===== src/rtl/pdag_pkg.sv =====
package pdag_pkg;
  localparam int DW = 8;          // counter width
  localparam int LW = 2 * DW;     // link width
  localparam int PW = DW - 1;     // page / byte field width
  localparam int AW = 2 * PW;     // address width

  typedef enum logic [3:0] {
    M_BASE  = 4'd0,
    M_INC   = 4'd1,
    M_DEC   = 4'd2,
    M_INC_L = 4'd3,
    M_DEC_L = 4'd4,
    M_INC_Y = 4'd5,
    M_INC_C = 4'd6,
    M_DEC_C = 4'd7,
    M_SWP_Y = 4'd8,
    M_CPY_L = 4'd9
  } mode_e;

  typedef struct packed {
    logic [LW-1:0] l;
    logic [DW-1:0] z;
    logic [DW-1:0] y;
    logic [DW-1:0] x;
  } regs_t;
endpackage


===== src/rtl/pdag_addr_form.sv =====
module pdag_addr_form
  import pdag_pkg::*;
#(
  parameter bit SHORT_EN = 1'b1
) (
  input  logic [DW-1:0] x_i,
  input  logic [DW-1:0] z_i,
  input  logic [LW-1:0] l_i,
  output logic [AW-1:0] addr_o,
  output logic [AW-1:0] link_addr_o
);
  logic [PW-1:0] page;

  generate
    if (SHORT_EN) begin : g_short
      always_comb page = x_i[DW-1] ? z_i[PW-1:0] : '0;
    end else begin : g_long
      always_comb page = z_i[PW-1:0];
    end
  endgenerate

  always_comb begin
    addr_o      = {page, x_i[PW-1:0]};
    link_addr_o = {l_i[LW-2:DW], l_i[PW-1:0]};
  end
endmodule


===== src/rtl/pdag_xstep.sv =====
module pdag_xstep
  import pdag_pkg::*;
(
  input  logic [DW-1:0] x_i,
  input  logic [DW-1:0] y_i,
  input  logic          down_i,
  output logic [DW-1:0] x_step_o,
  output logic          zero_o,
  output logic          match_o
);
  always_comb begin
    x_step_o = down_i ? (x_i - 1'b1) : (x_i + 1'b1);
    zero_o   = (x_step_o == '0);
    match_o  = (x_step_o == y_i);
  end
endmodule


===== src/rtl/pdag_next.sv =====
module pdag_next
  import pdag_pkg::*;
(
  input  regs_t         cur_i,
  input  logic [3:0]    mode_i,
  input  logic          ld_en_i,
  input  logic [1:0]    ld_sel_i,
  input  logic [LW-1:0] ld_data_i,
  output regs_t         nxt_o,
  output logic          done_nxt_o
);
  logic          down;
  logic [DW-1:0] x_step;
  logic          zero;
  logic          match;

  always_comb begin
    case (mode_i)
      M_DEC, M_DEC_L, M_DEC_C: down = 1'b1;
      default:                 down = 1'b0;
    endcase
  end

  pdag_xstep u_step (
    .x_i      (cur_i.x),
    .y_i      (cur_i.y),
    .down_i   (down),
    .x_step_o (x_step),
    .zero_o   (zero),
    .match_o  (match)
  );

  always_comb begin
    nxt_o      = cur_i;
    done_nxt_o = 1'b0;
    if (ld_en_i) begin
      case (ld_sel_i)
        2'd0:    nxt_o.x = ld_data_i[DW-1:0];
        2'd1:    nxt_o.y = ld_data_i[DW-1:0];
        2'd2:    nxt_o.z = ld_data_i[DW-1:0];
        default: nxt_o.l = ld_data_i;
      endcase
    end else begin
      case (mode_i)
        M_INC, M_DEC: begin
          nxt_o.x    = x_step;
          done_nxt_o = zero;
        end
        M_INC_L, M_DEC_L: begin
          nxt_o.l = {cur_i.z, x_step};
          nxt_o.z = cur_i.l[LW-1:DW];
          nxt_o.x = cur_i.l[DW-1:0];
        end
        M_INC_Y: begin
          nxt_o.y = x_step;
          nxt_o.x = cur_i.y;
        end
        M_INC_C, M_DEC_C: begin
          nxt_o.x    = x_step;
          done_nxt_o = match;
        end
        M_SWP_Y: begin
          nxt_o.x = cur_i.y;
          nxt_o.y = cur_i.x;
        end
        M_CPY_L: nxt_o.l = {cur_i.z, cur_i.x};
        default: ;
      endcase
    end
  end
endmodule


===== src/rtl/paged_addr_gen.sv =====
module paged_addr_gen
  import pdag_pkg::*;
(
  input  logic          clk,
  input  logic          rst_n,
  input  logic          acc_stb,
  input  logic [3:0]    acc_mode,
  input  logic          ld_en,
  input  logic [1:0]    ld_sel,
  input  logic [15:0]   ld_data,
  output logic [13:0]   addr_o,
  output logic [13:0]   link_addr_o,
  output logic          done_o,
  output logic [7:0]    x_o,
  output logic [7:0]    y_o,
  output logic [7:0]    z_o,
  output logic [15:0]   l_o
);
  regs_t cur_q;
  regs_t nxt;
  logic  done_q;
  logic  done_nxt;
  logic  reg_en;
  logic  done_en;

  pdag_next u_next (
    .cur_i      (cur_q),
    .mode_i     (acc_mode),
    .ld_en_i    (ld_en),
    .ld_sel_i   (ld_sel),
    .ld_data_i  (ld_data),
    .nxt_o      (nxt),
    .done_nxt_o (done_nxt)
  );

  always_comb begin
    reg_en  = acc_stb | ld_en;
    done_en = acc_stb & ~ld_en;
  end

  always_ff @(posedge clk or negedge rst_n) begin
    if (!rst_n)      cur_q <= '0;
    else if (reg_en) cur_q <= nxt;
  end

  always_ff @(posedge clk or negedge rst_n) begin
    if (!rst_n)       done_q <= 1'b0;
    else if (done_en) done_q <= done_nxt;
  end

  pdag_addr_form #(.SHORT_EN(1'b1)) u_addr (
    .x_i         (cur_q.x),
    .z_i         (cur_q.z),
    .l_i         (cur_q.l),
    .addr_o      (addr_o),
    .link_addr_o (link_addr_o)
  );

  always_comb begin
    x_o    = cur_q.x;
    y_o    = cur_q.y;
    z_o    = cur_q.z;
    l_o    = cur_q.l;
    done_o = done_q;
  end
endmodule


===== config.mk =====
export PLATFORM = sky130hd
export DESIGN_NAME = paged_addr_gen
export DESIGN_NICKNAME = d
export VERILOG_FILES = /design/src/rtl/pdag_pkg.sv /design/src/rtl/pdag_addr_form.sv /design/src/rtl/pdag_xstep.sv /design/src/rtl/pdag_next.sv /design/src/rtl/paged_addr_gen.sv
export SDC_FILE = /design/constraint.sdc
export NUM_CORES = 1
export LEC_CHECK = 0
export ABC_AREA = 0
export BUFFER_PORTS_ARGS = -buffer_cell sky130_fd_sc_hd__buf_2
export CAP_MARGIN = 20
export CORE_ASPECT_RATIO = 0.9
export CORE_UTILIZATION = 56
export CTS_CLUSTER_SIZE = 28
export DETAILED_ROUTE_END_ITERATION = 16
export GPL_ROUTABILITY_DRIVEN = 0
export PLACE_DENSITY = 0.86
export SETUP_SLACK_MARGIN = 0.3
export SLEW_MARGIN = 20
export SYNTH_ARGS = -nofsm -noshare
export SYNTH_HDL_FRONTEND = slang
export SYNTH_HIERARCHICAL = 1
export SYNTH_SLANG_ARGS = --single-unit

===== constraint.sdc =====
create_clock -name clk -period 3.66 [get_ports clk]
set_input_delay 0.183 -clock clk [delete_from_list [all_inputs] [get_ports clk]]
set_output_delay 0.183 -clock clk [all_outputs]
set_load 0.005 [all_outputs]

==> metrics.txt <==
max_cap viols 0; Clk pin slew, worst setup/hold paths 0.09 ns; Max Buffers Root-to-Sink 2; # diodes 0; fraction of registers with async set/reset 100.0%; Area Overhead vs Synth 9.459%; Synth area leaders dfrtp_1 25%, mux2i_1 14%, mux2_2 10%; HP Class input pin to asynchronous set/reset pin; Synth top cells by count 57 x nand2_1, 56 x mux2i_1, 41 x dfrtp_1, 38 x mux2_2, 25 x buf_4; number of synthesized flops with an enable pin 0; die height 83.57 µm; Worst setup EP type flip-flop; Port Buf Inserts 94; total power 2.719 mW; tightest hold margin 0.02906 ns; post-synth top area share 24.78%; DR WL/cell 20.44 µm; synth unique cells 62; pre-CTS setup slack 0.1877 ns; Slew @ Worst Pin 0.9806 ns; CTS tree yes; Clock Sinks 41; synthesized instance count 443; Final Setup Violations 0; final WL 12.04 mm; Total GRT Usage 30.12%; Nets 529; Clock Latency Late Sink 0.30 ns; Multi-input gate area 0.002728 mm²; Worst Setup Start Kind input pin; syn avg cell area 9.346 µm²; f_max 321.8 MHz; DR vias/cell 6.742; worst rel slew slack 34.49%; area leader, netlist dfrtp_1; Starting Density 58.22%; # IOs 95; final worst path period need 3.107 ns; Syn. warnings 6; post-DP HPWL 8.268 mm; cell row count 29; drc violations 0; mapped cell area 0.004140 mm²; clock root cell clkbuf_8; # fillers 597; initial antenna violation count 0; CORE AREA 0.007112 mm²; Seq cells post-synth 41; first-pass GRT wire length 18.37 mm; Hold Vio Cnt, Final 0; unrepaired setup endpoints after global routing false; Register Area 0.001026 mm²; P per Cell Area 599.9 mW/mm²; Seq/Total Area, Yosys 24.78%; GRT overflow 0; share of cells above drive strength 1 34.07%; most common cell in the netlist nand2_1; largest net degree at the start of global routing 75; worst endpoint required time 3.91 ns; Hold Buf Count CTS 0; Net Count, Synth 477; Tcrit/Tclk final 84.90%; LEAKAGE 2.043 nW; die area 0.007742 mm²; Initial DRT Pass Iterations 5; worst setup path class input pin to flip-flop; Die Width 92.64 µm; final setup margin 0.5527 ns; CP Launch Point acc_mode[2]; antenna-violating nets left 0; worst vdd ir 308.6 µV; worst r2r src x_o[1]; First DRT Iteration DRCs 443; Slew Limit Fails 0; status completed; Critical Path Fanout Max 21; CTS H-tree lvls 2; Setup Skew 0.009141 ns; setup TNS 0 ns; number of buffers created by CTS 5; Post-synth top flop dfrtp_1; WP data arrival 3.36 ns; routed via count 3971; vias in the first global route 3685
critical path: stages:
cell and delay (ns):
buf_2 0.35, inv_1 0.19, nor2_1 0.14, o21a_2 0.27
ha_1 0.31, a211oi_1 0.26, o31a_1 0.26, o21ai_2 0.10
xnor2_1 0.19, nor4bb_1 0.30, a31oi_1 0.09, a31o_2 0.29
a221oi_1 0.25, mux2_2 0.19
routing by layer:
metal	share of wire, %	GRT usage, %	up-vias
met5	0	0	-
met4	3.8	16.08	0
met3	8.3	5.282	54
met2	48	48.01	279
met1	40	38.80	1900
li1	-	-	1738
metrics by stage:
step / instances / utilization (%) / instance area [µm²]
2_1_floorplan: 443 / - / 4143
3_3_place_gp: 580 / 61.86 / 4399
3_5_place_dp: 581 / 62.14 / 4419
4_1_cts: 589 / 63.71 / 4531
5_1_grt: 589 / 63.72 / 4532
6_report: 589 / 63.72 / 4532
power by group:
group | switching, mW | internal, mW
sequential | 0.298 | 0.612
clock | 0.179 | 0.205
combinational | 0.687 | 0.738
total | 1.16 | 1.56
what timing repair did:
item | CTS | global route
setup endpoints to repair | 0 | 1
endpoints found under the hold margin | 0 | 0
gates resized for setup | 0 | 1
setup buffers | 0 | 0
final cells by class:
type                            instances  area share (%)
Clock inverter                          2          0.8559
Tap cell                               93           2.568
Clock buffer                            6           1.601
Multi-Input combinational cell        342           60.19
Timing Repair Buffer                  101           11.82
Sequential cell                        41           22.64
Inverter                                4          0.3313
cell usage in the layout, fill, tap and decap left out, types with 5 or more instances in the layout:
| cell | synthesis | routed |
|---|---|---|
| a211oi_1 | 7 | 7 |
| clkbuf_8 | 4 | 5 |
| buf_4 | 25 | 6 |
| buf_2 | 4 | 94 |
| xnor2_1 | 10 | 10 |
| mux2i_1 | 56 | 56 |
| o31a_1 | 7 | 7 |
| ha_1 | 7 | 7 |
| mux2_2 | 38 | 38 |
| nor2_1 | 12 | 12 |
| a32oi_1 | 22 | 22 |
| xor2_1 | 7 | 7 |
| a21oi_1 | 6 | 6 |
| dfrtp_1 | 41 | 41 |
| nor3_1 | 9 | 9 |
| a221oi_1 | 18 | 18 |
| nand3_1 | 9 | 9 |
| nand2_1 | 57 | 57 |
| o21ai_0 | 20 | 20 |
| and2_1 | 7 | 7 |
kinds of logic after synthesis:
logic type,synth area share [%]
DFF,24.78
adders and majority gates,2.599
AOI/OAI and AO/OA,17.10
buffers and inverters,9.368
and+or+nand+nor,16.11
muxes,24.96
xor gates and xnor gates,5.077
state kept, by name, summed over array words and instances (netlist names):
| signal | count |
|---|---|
| done_o | 1 |
| x_o | 8 |
| z_o | 8 |
| l_o | 16 |
| y_o | 8 |
path summary, 6_finish.rpt:
| path | endpoint | slack (ns) | cells past startpoint |
|---|---|---|---|
| max in group asynchronous | y_o[1] | 3.04 | 1 |
| max | x_o[7] | 0.55 | 14 |
| min reg2reg | l_o[15] | 0.60 | 1 |
| max reg2reg | done_o | 0.71 | 10 |
| min | z_o[4] | 0.03 | 1 |
| min in group clk | l_o[15] | 0.31 | 4 |
Power figures use the tool's default switching activity.
